[config.mk]
export PLATFORM = sky130hd
export DESIGN_NAME = lsu_lane_align
export DESIGN_NICKNAME = d
export VERILOG_FILES = /design/src/rtl/lsu_pkg.sv /design/src/rtl/lsu_align_chk.sv /design/src/rtl/lsu_store_steer.sv /design/src/rtl/lsu_load_extract.sv /design/src/rtl/lsu_lane_align.sv
export SDC_FILE = /design/constraint.sdc
export NUM_CORES = 1
export LEC_CHECK = 0
export BUFFER_PORTS_ARGS = -buffer_cell sky130_fd_sc_hd__buf_2
export CAP_MARGIN = 20
export CELL_PAD_IN_SITES_DETAIL_PLACEMENT = 2
export CELL_PAD_IN_SITES_GLOBAL_PLACEMENT = 2
export CORE_MARGIN = 1.5
export CORE_UTILIZATION = 29
export DETAILED_ROUTE_END_ITERATION = 16
export GPL_TIMING_DRIVEN = 0
export PLACE_DENSITY_LB_ADDON = 0.1
export SYNTH_ARGS = -nofsm -noshare
export SYNTH_HDL_FRONTEND = slang
export SYNTH_HIERARCHICAL = 1
export SYNTH_SLANG_ARGS = --single-unit
[constraint.sdc]
create_clock -name clk -period 2.6 [get_ports clk]
set_clock_uncertainty 0.05 [all_clocks]
set_input_delay 0.39 -clock clk [delete_from_list [all_inputs] [get_ports clk]]
set_output_delay 0.39 -clock clk [all_outputs]
set_load 0.005 [all_outputs]
[src/rtl/lsu_pkg.sv]
package lsu_pkg;
  typedef enum logic [1:0] {
    SZ_BYTE = 2'b00,
    SZ_HALF = 2'b01,
    SZ_WORD = 2'b10,
    SZ_BAD  = 2'b11
  } size_e;
endpackage

[src/rtl/lsu_align_chk.sv]
module lsu_align_chk #(
  parameter int OFS_W = 2
) (
  input  lsu_pkg::size_e   size,
  input  logic [OFS_W-1:0] ofs,
  output logic             mis
);
  always_comb begin
    unique case (size)
      lsu_pkg::SZ_BYTE: mis = 1'b0;
      lsu_pkg::SZ_HALF: mis = ofs[0];
      lsu_pkg::SZ_WORD: mis = |ofs;
      default:          mis = 1'b1;
    endcase
  end
endmodule

[src/rtl/lsu_store_steer.sv]
module lsu_store_steer #(
  parameter int DATA_W = 32,
  localparam int LANES = DATA_W / 8,
  localparam int OFS_W = $clog2(LANES)
) (
  input  lsu_pkg::size_e    size,
  input  logic [OFS_W-1:0]  ofs,
  input  logic              big_end,
  input  logic              write,
  input  logic              mis,
  input  logic [DATA_W-1:0] wdata,
  output logic [DATA_W-1:0] rep_data,
  output logic [LANES-1:0]  be
);
  logic [OFS_W-1:0] blane;
  logic [OFS_W-2:0] hidx;
  logic [OFS_W-1:0] lane_last;

  assign lane_last = OFS_W'(LANES - 1);
  assign blane = big_end ? (lane_last - ofs) : ofs;
  assign hidx  = big_end ? ~ofs[OFS_W-1:1] : ofs[OFS_W-1:1];

  for (genvar g = 0; g < LANES; g++) begin : g_lane
    always_comb begin
      unique case (size)
        lsu_pkg::SZ_BYTE: rep_data[8*g +: 8] = wdata[7:0];
        lsu_pkg::SZ_HALF: rep_data[8*g +: 8] = wdata[8*(g%2) +: 8];
        default:          rep_data[8*g +: 8] = wdata[8*g +: 8];
      endcase
    end
  end

  always_comb begin
    be = '0;
    if (write && !mis) begin
      unique case (size)
        lsu_pkg::SZ_BYTE: be = LANES'(1) << blane;
        lsu_pkg::SZ_HALF: be = LANES'(3) << {hidx, 1'b0};
        default:          be = '1;
      endcase
    end
  end
endmodule

[src/rtl/lsu_load_extract.sv]
module lsu_load_extract #(
  parameter int DATA_W = 32,
  localparam int LANES = DATA_W / 8,
  localparam int OFS_W = $clog2(LANES)
) (
  input  lsu_pkg::size_e    size,
  input  logic [OFS_W-1:0]  ofs,
  input  logic              big_end,
  input  logic              sgn,
  input  logic              mis,
  input  logic [DATA_W-1:0] rdata,
  output logic [DATA_W-1:0] ldata
);
  logic [OFS_W-1:0]  blane;
  logic [OFS_W-2:0]  hidx;
  logic [OFS_W-1:0]  lane_last;
  logic [DATA_W-1:0] byte_sh, half_sh;

  assign lane_last = OFS_W'(LANES - 1);
  assign blane   = big_end ? (lane_last - ofs) : ofs;
  assign hidx    = big_end ? ~ofs[OFS_W-1:1] : ofs[OFS_W-1:1];
  assign byte_sh = rdata >> {blane, 3'b000};
  assign half_sh = rdata >> {hidx, 4'b0000};

  always_comb begin
    ldata = '0;
    if (!mis) begin
      unique case (size)
        lsu_pkg::SZ_BYTE:
          ldata = {{(DATA_W-8){sgn & byte_sh[7]}}, byte_sh[7:0]};
        lsu_pkg::SZ_HALF:
          ldata = {{(DATA_W-16){sgn & half_sh[15]}}, half_sh[15:0]};
        default:
          ldata = rdata;
      endcase
    end
  end
endmodule

[src/rtl/lsu_lane_align.sv]
module lsu_lane_align #(
  parameter int DATA_W = 32,
  localparam int LANES = DATA_W / 8,
  localparam int OFS_W = $clog2(LANES)
) (
  input  logic              clk,
  input  logic              rst,
  input  logic              req_valid,
  input  logic              req_write,
  input  logic [1:0]        req_size,
  input  logic              req_signed,
  input  logic              cfg_big_endian,
  input  logic [OFS_W-1:0]  req_ofs,
  input  logic [DATA_W-1:0] req_wdata,
  input  logic [DATA_W-1:0] mem_rdata,
  output logic [DATA_W-1:0] mem_wdata,
  output logic [LANES-1:0]  mem_be,
  output logic [DATA_W-1:0] ld_data,
  output logic              rsp_valid,
  output logic              rsp_misalign
);
  lsu_pkg::size_e    size;
  logic              mis;
  logic [DATA_W-1:0] rep_data, ext_data;
  logic [LANES-1:0]  be_c;

  assign size = lsu_pkg::size_e'(req_size);

  lsu_align_chk #(.OFS_W(OFS_W)) u_chk (
    .size(size), .ofs(req_ofs), .mis(mis)
  );

  lsu_store_steer #(.DATA_W(DATA_W)) u_st (
    .size(size), .ofs(req_ofs), .big_end(cfg_big_endian),
    .write(req_write), .mis(mis), .wdata(req_wdata),
    .rep_data(rep_data), .be(be_c)
  );

  lsu_load_extract #(.DATA_W(DATA_W)) u_ld (
    .size(size), .ofs(req_ofs), .big_end(cfg_big_endian),
    .sgn(req_signed), .mis(mis), .rdata(mem_rdata), .ldata(ext_data)
  );

  always_ff @(posedge clk) begin
    if (rst || !req_valid) begin
      rsp_valid    <= 1'b0;
      rsp_misalign <= 1'b0;
      mem_be       <= '0;
      mem_wdata    <= '0;
      ld_data      <= '0;
    end else begin
      rsp_valid    <= 1'b1;
      rsp_misalign <= mis;
      mem_be       <= be_c;
      mem_wdata    <= rep_data;
      ld_data      <= req_write ? '0 : ext_data;
    end
  end
endmodule

-- Yosys cells after proc, flatten, opt, wreduce, memory -nomap -nowiden
Cells that the tools add are included.
- flip-flop bits (word level): 70
- word-level logic and storage cells: 34
- output and inout bits: 70
- input bits: 74
- shifts and indexed selects: 4
- multiplexer cells: 9
- eq/ne operators: 2
- reductions and logical operators: 9
- bitwise logic cells: 4
- $add $sub $neg: 1
- operators with widths (operator ; number):
    one-hot mux 32 bit (2 select lines) ; 1
    right shift 32 x 5 -> 16 bit ; 1
    right shift 32 x 5 -> 8 bit ; 1
    two-way mux 8 bit ; 2
    one-hot mux 8 bit (2 select lines) ; 1
    one-hot mux 4 bit (2 select lines) ; 1
    OR reduction 2 bit ; 3
    << shifter 1 x 2 -> 4 bit, first input constant ; 1
    << shifter 2 x 2 -> 4 bit, first input constant ; 1
    one-hot mux 1 bit (3 select lines) ; 1
    OR reduction 3 bit ; 1
    AND 1 bit ; 2
    equality test 2 x 1 -> 1 bit, second input constant ; 1
    equality test 2 bit, second input constant ; 1
    logical NOT 1 bit ; 2
    logical NOT 2 bit ; 1
    two-way mux 1 bit ; 2
    two-way mux 2 bit ; 1
    NOT 1 bit ; 2
    subtractor 2 bit, first input constant ; 1
    logical AND 1 bit ; 1
    logical OR 1 bit ; 1

-- Longest topological paths before layout
Gate-level depths: netlist of run 1.
- word-level depth: 6
- gate-level depth with buffers: 7

-- Cells and area by module
Netlist of run 1, hierarchy kept.
- by module, submodules not included (module ; area an instance (µm²) ; instances ; cells an instance ; sequential area each (µm²)):
    lsu_lane_align ; 2217.1 ; 1 ; 157 ; 1401.3
    lsu_load_extract ; 1054.8 ; 1 ; 134 ; 0.0
    lsu_store_steer ; 494.2 ; 1 ; 65 ; 0.0
    lsu_align_chk ; 13.8 ; 1 ; 3 ; 0.0

-- Least setup slack after synthesis of run 1
No wires, ideal clock.
- path kind: input to register
- from: input req_ofs[1]
- to: register ld_data[18]
- data required time: 2433 ps
- arrival: 1875 ps
- slack: 558 ps
- cell stages on the path: 6
- cells stage by stage: buf_2 > mux4_1 > o2111ai_2 > buf_4 > a221oi_1 > and4bb_2
- cells in the longest elaborated chain, start to end: 5
- elaborated cells between the ends (all ways): 12
- RTL lines (item ; line ; text):
    start: declaration ; lsu_lane_align.sv:13 ; input logic [OFS_W-1:0] req_ofs,
    subtractor 2 bit or NOT 1 bit (tied branches) ; lsu_load_extract.sv:20, lsu_load_extract.sv:21 ;
    two-way mux 2 bit or two-way mux 1 bit (tied branches) ; lsu_load_extract.sv:20, lsu_load_extract.sv:21 ;
    right shift 32 x 5 -> 8 bit or right shift 32 x 5 -> 16 bit (tied branches) ; lsu_load_extract.sv:22, lsu_load_extract.sv:23 ;
    AND 1 bit (on tied branches) ; lsu_load_extract.sv:30, lsu_load_extract.sv:32 ;
    one-hot mux 32 bit (2 select lines) ; lsu_load_extract.sv:28 ; unique case (size)
    end signal: assignment ; lsu_lane_align.sv:56 ; ld_data <= req_write ? '0 : ext_data;
    end: declaration ; lsu_lane_align.sv:18 ; output logic [DATA_W-1:0] ld_data,
Several ways; a longest one is shown, not always the timed one.
A chain may end at the register's enable or synchronous reset.

-- Worst setup path after layout of run 1
- from: input req_ofs[1]
- to: register ld_data[27]
The elaborated chain is that of the path after synthesis.

==> flow_summary.yaml, run 1 <==
placement:
  globalplace.congestion: 0.8488
  port_buffers: 141
  place_hpwl_um: 10080
  dp_worst_setup_slack_ns: 0.06585
routing:
  wl_per_cell_um: 18.86
  drt-total-wl_um: 12990
  drc: 0
  dr.pass1.iters: 4
  initialDrtViolationCount: 92
  postRouteAntennaNets: 0
  via_count: 3355
  via_per_inst: 4.869
worst_setup_path:
  path_cells: "buf_2, buf_2, xnor2_4, mux2i_1, a21oi_2, buf_6, a221oi_2, and4bb_2"
  worstPathArrival_ns: 2.38
  max_stage_delay_ns: 0.45
  critical_path_class: "in2reg"
  critPathRequiredTime_ns: 2.79
  path_delay_family: "buffers and inverters"
  critPathLaunchType: "primary input"
  worst_path_max_delay_cell: "a21oi_2"
  critical_path.max_fanout: 10
  crit_top_cell: "buf_2"
  end_kind: "flip-flop"
  critPathBufInv: 3
cts:
  post_cts_buffers: 0
  cts.clk_slew.worst_paths_ns: 0.06
  cts-htree-levels: 3
  cts_buffers: 9
  clock_sinks: 70
  ctsResizeCount: 0
  cts_tree: "yes"
  cts-root-buf: "clkbuf_16"
  cts.hold.buffers_added: 0
  clockBufferDepth: 2
sta:
  hold_viol_final: 0
  rsz0062_at_grt: "false"
  setup_ws_ns: 0.4096
  setup_viol: 0
  min_period_over_period_pct: 84.25
  fmax_mhz: 456.5
  max-slew-margin-rel_pct: 55.41
  fin_crit_ns: 2.190
  hold_ws_ns: 0.3097
  worstMarginPinSlew_ns: 0.6688
  fin_setup_tns_ns: 0
  drv_slew: 0
layout:
  final_nets: 585
  syn2layout_area_growth_pct: 32.34
  drive_gt1_share_pct: 52.71
  final_core_util_pct: 39.48
  fillCellCount: 1427
power_and_ir_drop:
  power_uw: 2874
  peakVddDrop_v: 0.0003024
  power_density_mw_per_mm2: 574.6
  p_leak_uw: 0.002514
floorplanning:
  ios: 144
  die_area_sq_mm: 0.01373
  start_util_pct: 29.83
  rows: 41
  core-area_sq_mm: 0.01267
  fp.dieH_um: 117.2
  die-width_um: 117.2
grt:
  first_global_vias: 3618
  grt_max_degree: 14
  globalRouteTotalUtil_pct: 20.02
  grt_pass1_wl_um: 20140
  antenna_found_initial: 1
  grt.overflow.total: 0
logic_synthesis:
  yosys_warnings: 6
  ys_top_cells_by_area: "dfxtp_1, and4bb_2, and3b_1"
  yosys.area.top_type: "dfxtp_1"
  syn-num-nets: 433
  syn-cell-area_sq_mm: 0.003780
  synth_seq_area_share_pct: 37.07
  synth.distinct_cells: 38
  synth.avg_cell_area_sq_um: 10.53
  synth_top_cell_area_share_pct: 37.07
  ys_ff_latch: 70
  postSynthCellCount: 359
worst_hold_path:
  hp-class: "in2reg"
run_status:
  status: "complete, no violations"
run:
  maxCapViolations: 0
[state kept, by name, indices dropped and copies added, names as in the netlist]
| register | flops |
|---|---|
| rsp_valid | 1 |
| mem_wdata | 32 |
| mem_be | 4 |
| ld_data | 32 |
| rsp_misalign | 1 |
[routing by layer]
layer	track usage [%]	share of wire, %	vias up
met4	8.032	2.0	2
li1	-	-	1613
met5	0	0.10	-
met1	26.60	46	1644
met2	31.67	47	79
met3	4.274	4.4	17
[cells in the final DEF (no fill, tap or decap), types with 2 or more instances in the layout]
cell type  netlist  final
or2_2            2      2
and4bb_2        32     32
mux2i_1         17     17
o21ai_1          2      2
mux2_2          16     16
nand2b_1         3      3
and3b_1         31     31
clkbuf_2         4      4
a221oi_1        14     14
clkinv_4         0      2
xor2_1           2      2
nor2_1           5      5
buf_2           11    152
o21ai_2          2      2
a221oi_2        17     17
dfxtp_1         70     70
a21oi_1          2      2
clkinv_2         0      2
nand2_1         13     13
o22ai_1          7      7
a21o_1           7      7
clkbuf_16        0      9
o21ba_2          7      7
buf_4           11     11
clkbuf_1        15     15
and3b_2          7      7
nor2b_1          7      7
o21ai_0         11     11
inv_1           32     32
[worst paths after layout]
| kind | start | endpoint | slack [ns] | cells after the start |
|---|---|---|---|---|
| max | req_ofs[1] | ld_data[27]$_SDFF_PP0_ | 0.41 | 8 |
| min | rst | rsp_valid$_DFF_P_ | 0.31 | 2 |
[stage by stage]
| stage | std cells | cell area [sq um] |
|---|---|---|
| after detailed placement | 672 | 4701 |
| after global routing | 688 | 5000 |
| after floorplan | 359 | 3780 |
| after CTS | 688 | 5000 |
| after global placement | 672 | 4701 |
| final | 689 | 5002 |
[synth_stat cells (all sizes together)]
library cell,n
dfxtp,70
and3b,38
and4bb,32
inv,32
a221oi,31
buf,23
clkbuf,19
mux2i,17
mux2,16
o21ai,15
nand2,13
a21o,7
nor2b,7
o21ba,7
o22ai,7
nor2,6
a21oi,3
nand2b,3
xor2,3
or2,2
a311o,1
mux4,1
nor3,1
nor3b,1
o2111ai,1
o211ai,1
or3b,1
xnor2,1
[cells by family after synthesis]
kind of cell	share of synthesized area, %
buffers and inverters	9.136
AO/OA/AOI/OAI	17.94
XOR/XNOR	1.622
multiplexers	9.964
AND/OR/NAND/NOR	24.26
flip-flops	37.07
[report_power, final]
group          leakage [uW]  total (uW)  internal [uW]  switching, uW
registers          0.000571        1120           1110           7.78
logic               0.00180         511            237            275
clock network      0.000146        1250            745            502
[area by class of cell]
| type | count | area (sq um) | share of cell area [%] |
|---|---|---|---|
| Clock buffer | 9 | 225.2 | 4.502 |
| Inverter | 32 | 120.1 | 2.401 |
| Buffer | 42 | 225.2 | 4.502 |
| Multi-Input combinational cell | 215 | 2033 | 40.65 |
| Tap cell | 172 | 215.2 | 4.302 |
| Timing Repair Buffer | 141 | 705.7 | 14.11 |
| Antenna cell | 1 | 2.502 | 0.05002 |
| Clock inverter | 7 | 73.82 | 1.476 |
| Sequential cell | 70 | 1401 | 28.01 |
No activity file was read; power rests on OpenSTA's default activity.
==> inputs of run 2 (changes only) <==
ABC_AREA = 1   (was default)
CORE_UTILIZATION = 22   (was 29)
clock period = 1.85 ns   (was 2.6 ns; I/O delays follow)
==> flow_summary.yaml, run 2 <==
run_status:
  status: "complete, no violations"
logic_synthesis:
  synth_seq_area_share_pct: 40.89
  synth.avg_cell_area_sq_um: 6.590
  async_reset_ff_share_pct: 0
  ys_ff_latch: 70
  synth_edf_count: 0
  yosys.cell_count.top_type: "nand2_1"
  syn-num-nets: 594
  yosys.area.top_type: "dfxtp_1"
  ys_top_cells_by_area: "dfxtp_1, nand2_1, inv_1"
  syn-cell-area_sq_mm: 0.003427
  postSynthCellCount: 520
  synth_ff_type: "dfxtp_1"
  yosys-top-cells-count: "nand2_1, inv_1, nor2_1"
  yosys_warnings: 6
  synth_top_cell_area_share_pct: 40.89
  synth.distinct_cells: 23
power_and_ir_drop:
  sequentialPowerShare_pct: 40.3
  p_int_uw: 2744
  power.share.clock_pct: 42.9
  p_switching_uw: 1138
  pwr-share-comb_pct: 16.8
  power_density_mw_per_mm2: 833.6
  p_leak_uw: 0.002565
  peakVddDrop_v: 0.0003747
  swShare_pct: 29.32
  power_uw: 3882
worst_setup_path:
  critical_path_class: "in2reg"
  critical_path.max_fanout: 10
  critPathLaunchType: "primary input"
  crit_start: "req_size[0]"
  critPathRequiredTime_ns: 2.08
  worstPathArrival_ns: 1.74
  end_kind: "flip-flop"
cts:
  cts-root-buf: "clkbuf_16"
  cts_buffers: 9
  clock_sinks: 70
  cts-htree-levels: 3
  cts_tree: "yes"
  cts.clk_slew.worst_paths_ns: 0.06
  clockBufferDepth: 2
layout:
  final_cell_mix: "buf_2, nand2_1, inv_1"
  final_nets: 747
  multi_input_area_sq_mm: 0.001426
  seq_area_sq_mm: 0.001401
  reg_top3: "ld_data: 32 flops, mem_wdata: 32 flops, mem_be: 4 flops"
  syn2layout_area_growth_pct: 35.89
  final_common_cell: "buf_2"
  fillCellCount: 1875
  num_antenna_cells: 0
  drive_gt1_share_pct: 30.68
sta:
  hold_viol_final: 0
  max-slew-margin-rel_pct: 63.35
  fin_setup_tns_ns: 0
  min_period_over_period_pct: 81.99
  drv_slew: 0
  fin_crit_ns: 1.517
  rsz0062_at_grt: "false"
  fmax_mhz: 659.3
  setup_viol: 0
  hold_ws_ns: 0.2036
  worstMarginPinSlew_ns: 0.5461
floorplanning:
  core-area_sq_mm: 0.01520
  die_area_sq_mm: 0.01634
  die-width_um: 127.8
  fp.dieH_um: 127.8
  rows: 45
  ios: 144
  start_util_pct: 22.54
routing:
  via_count: 3720
  initialDrtViolationCount: 82
  routed-wl-met2_um: 6738
  dr.pass1.iters: 4
  wl_per_cell_um: 15.40
  wl_met3_um: 891
  via_per_inst: 4.296
  wl_met1_um: 5532
  top_layer: "met4"
  drc: 0
  drt-total-wl_um: 13340
  postRouteAntennaNets: 0
worst_hold_path:
  holdCritStartpoint: "req_wdata[17]"
  min_to: "mem_wdata[17]$_SDFF_PP0_"
  min_path_cells: 5
  hp-class: "in2reg"
placement:
  port_buffers: 143
  place_hpwl_um: 10330
  globalplace.congestion: 0.7657
grt:
  grt.overflow.total: 0
  antenna_found_initial: 0
  grt_max_degree: 13
  first_global_vias: 4057
  globalRouteTotalUtil_pct: 16.84
  grt_pass1_wl_um: 20870
run:
  maxCapViolations: 0
==> run 2: cell count changes in the layout (fill, tap and decap cells not counted), moves of 16 or more <==
cell	before	now
a21oi_1	2	35
a221oi_2	17	0
and3b_1	31	0
and4bb_2	32	0
inv_1	32	98
mux2_2	16	0
mux2i_1	17	0
nand2_1	13	112
nand3_1	0	16
nor2_1	5	83
o21ai_0	11	39
==> run 2: critical path, cell delays in order <==
cell and delay, ns:
buf_2 0.21, o21ai_1 0.20, nand2_2 0.20, inv_2 0.17
clkbuf_2 0.24, o21ai_0 0.12, a21oi_1 0.13, inv_1 0.07
nor2_1 0.11
==> run 2: through the flow <==
step	setup WS [ns]	cells	instance area (sq um)	utilization [%]
6_report	0.3331	866	4657	30.63
5_1_grt	0.1148	866	4657	30.63
4_1_cts	0.03197	866	4653	30.61
3_5_place_dp	-0.4256	851	4378	28.80
3_3_place_gp	-0.4055	851	4378	28.80
2_1_floorplan	0.4120	520	3427	-
==> run 2: final cells by class <==
| class | count | area share (%) |
|---|---|---|
| clock buffers | 11 | 5.212 |
| well taps | 188 | 5.051 |
| plain buffers | 30 | 4.326 |
| repair buffers | 143 | 15.37 |
| inverters | 105 | 8.571 |
| multi-input cells | 314 | 30.63 |
| flip-flops and latches | 70 | 30.09 |
| clock inverters | 5 | 0.7523 |
==> run 2: power groups by stage <==
| stage | clock [uW] | sequential [uW] | combinational (uW) |
|---|---|---|---|
| global route | 1790 | 1570 | 745 |
| floorplan | 0 | 1610 | 369 |
| CTS | 1740 | 1570 | 669 |
| detailed placement | 0 | 1600 | 664 |
| global placement | 0 | 1600 | 644 |
| finish | 1660 | 1570 | 652 |
==> run 2: what timing repair did <==
item,4_1_cts,5_1_grt
setup endpoints to repair,12,19
hold buffers,0,0
resized for setup,1,4
buffers inserted,0,0
==> run 2: cell families after synthesis <==
family                 Yosys count  synth area share (%)
AO/OA/AOI/OAI                   90                 13.95
buffers and inverters          136                 17.56
flip-flops                      70                 40.89
AND/OR/NAND/NOR                224                 27.60
==> run 2: worst max path at each step <==
stage / end / slack [ns] / cells past startpoint
after floorplan: ld_data[12]$_SDFF_PP0_ / 0.41 / 9
after global placement: ld_data[15]$_SDFF_PP0_ / -0.41 / 10
after detailed placement: ld_data[14]$_SDFF_PP0_ / -0.43 / 10
after CTS: ld_data[30]$_SDFF_PP0_ / 0.03 / 9
after global routing: ld_data[6]$_SDFF_PP0_ / 0.11 / 9
final: ld_data[13]$_SDFF_PP0_ / 0.33 / 9
==> run 2: routing by layer <==
layer  GRT usage, %  up-vias
met2          30.74       91
met3          4.841       13
met4          5.948        0
li1               -     1853
met1          18.57     1763
met5              0        -
==> inputs of run 3 (changes only) <==
ABC_AREA = 0   (was 1)
CORE_UTILIZATION = 29   (was 22)
clock period = 1.4 ns   (was 1.85 ns; I/O delays follow)
==> flow_summary.yaml, run 3 (synthesized netlist as in run 1, its figures left out) <==
layout:
  syn2layout_area_growth_pct: 51.90
  final_cells: 713
  final_common_cell: "buf_2"
  final_nets: 611
  final_cell_mix: "buf_2, dfxtp_1, and4bb_2"
  drive_gt1_share_pct: 63.40
  fillCellCount: 1361
  num_antenna_cells: 0
  reg_top3: "ld_data: 32 flops, mem_wdata: 32 flops, mem_be: 4 flops"
floorplanning:
  rows: 41
  ios: 144
  fp.dieH_um: 117.2
  start_util_pct: 29.83
  core-area_sq_mm: 0.01267
  die-width_um: 117.2
  die_area_sq_mm: 0.01373
worst_setup_path:
  critPathLaunchType: "primary input"
  critPathBufInv: 4
  path_delay_family: "compound AO/OA/AOI/OAI gates"
  critical_path.max_fanout: 6
  crit_top_cell: "buf_8"
  end_kind: "flip-flop"
  worst_path_max_delay_cell: "a221oi_4"
  path_cells: "buf_8, buf_12, and3b_2, o21ai_4, o2111ai_4, buf_6, buf_8, a221oi_4, and4bb_2"
  critical_path_class: "in2reg"
  critPathRequiredTime_ns: 1.63
  worstPathArrival_ns: 1.88
  max_stage_delay_ns: 0.25
cts:
  cts.hold.buffers_added: 0
  cts_tree: "yes"
  cts.clk_slew.worst_paths_ns: 0.06
  clockBufferDepth: 2
  cts-htree-levels: 3
  clock_sinks: 70
  cts_buffers: 9
  cts-root-buf: "clkbuf_16"
run:
  maxCapViolations: 0
placement:
  dp_worst_setup_slack_ns: -0.8865
  placed_cells: 672
  port_buffers: 141
  place_hpwl_um: 10270
  globalplace.congestion: 0.8376
grt:
  first_global_vias: 3748
  globalRouteTotalUtil_pct: 21.72
  grt_pass1_wl_um: 21670
  grt.overflow.total: 0
  antenna_found_initial: 0
  grt_max_degree: 12
sta:
  max-slew-margin-rel_pct: 64.93
  rsz0062_at_grt: "true"
  setup_ws_ns: -0.2498
  drv_slew: 0
  fin_crit_ns: 1.650
  fin_setup_tns_ns: -5.161
  hold_viol_final: 0
  hold_ws_ns: 0.1617
  worstMarginPinSlew_ns: 0.5261
  min_period_over_period_pct: 117.8
  setup_viol: 31
  fmax_mhz: 606.1
routing:
  initialDrtViolationCount: 95
  dr.pass1.iters: 4
  postRouteAntennaNets: 0
  drt-total-wl_um: 14640
  drc: 0
  via_count: 3488
  wl_per_cell_um: 20.53
  via_per_inst: 4.892
worst_hold_path:
  hp-class: "in2reg"
run_status:
  violations: "setup timing"
  status: "finished, violations left"
power_and_ir_drop:
  power_uw: 5732
  power_density_mw_per_mm2: 998.4
  p_leak_uw: 0.002792
  peakVddDrop_v: 0.0005165
[run 3: cell types whose count changed in the layout (fill, tap and decap cells not counted), sizes merged, moves of 24 or more]
| cell | change |
|---|---|
| inv | -74 |
| and3b | +38 |
| buf | +24 |
| and4bb | +32 |
| a21oi | -37 |
| o21ai | -34 |
| nand2 | -106 |
| a221oi | +31 |
| nor2 | -81 |
[run 3: tightest hold or removal path, stage by stage]
cell and delay [ns]:
buf_2 0.08, nand2_1 0.04, o21ai_0 0.05, and3b_1 0.15
[run 3: metrics by stage]
| stage | utilization [%] | instance area [sq um] |
|---|---|---|
| after floorplan | - | 3830 |
| after global placement | 37.49 | 4751 |
| after detailed placement | 37.49 | 4751 |
| after CTS | 43.29 | 5485 |
| after global routing | 45.31 | 5742 |
| final | 45.31 | 5742 |
[run 3: final timing paths]
kind / startpoint / endpoint / slack [ns] / depth (start not counted)
setup / recovery: req_ofs[1] / ld_data[11]$_SDFF_PP0_ / -0.25 / 9
hold / removal: req_wdata[28] / mem_wdata[28]$_SDFF_PP0_ / 0.16 / 4
[run 3: routing by layer]
| metal | routed length, um | vias to the layer above | global-route usage [%] |
|---|---|---|---|
| met4 | 400 | 0 | 8.996 |
| met3 | 543 | 23 | 3.347 |
| met5 | 0 | - | 0 |
| met1 | 6329 | 1704 | 27.58 |
| li1 | - | 1666 | - |
| met2 | 7364 | 95 | 36.78 |
[run 3: timing repair]
action                     in CTS  in global routing
gates resized for setup        62                 37
hold endpoints to repair        0                  0
cloned                          2                  0
buffers inserted               18                  7
setup endpoints to repair      32                 32
pin swaps                      36                 26
[run 3: cell type report]
class | instances | area, sq um | area share, %
inverters | 32 | 123.9 | 2.157
repair buffers | 167 | 1030 | 17.93
flip-flops and latches | 70 | 1401 | 24.41
plain buffers | 42 | 290.3 | 5.056
multi-input cells | 215 | 2381 | 41.47
clock buffers | 12 | 256.5 | 4.467
clock inverters | 3 | 43.79 | 0.7627
well taps | 172 | 215.2 | 3.748
[run 3: where the power goes]
group	internal [uW]	switching, uW
clock	1470	879
combinational	647	665
sequential	2060	15.3
total	4170	1560
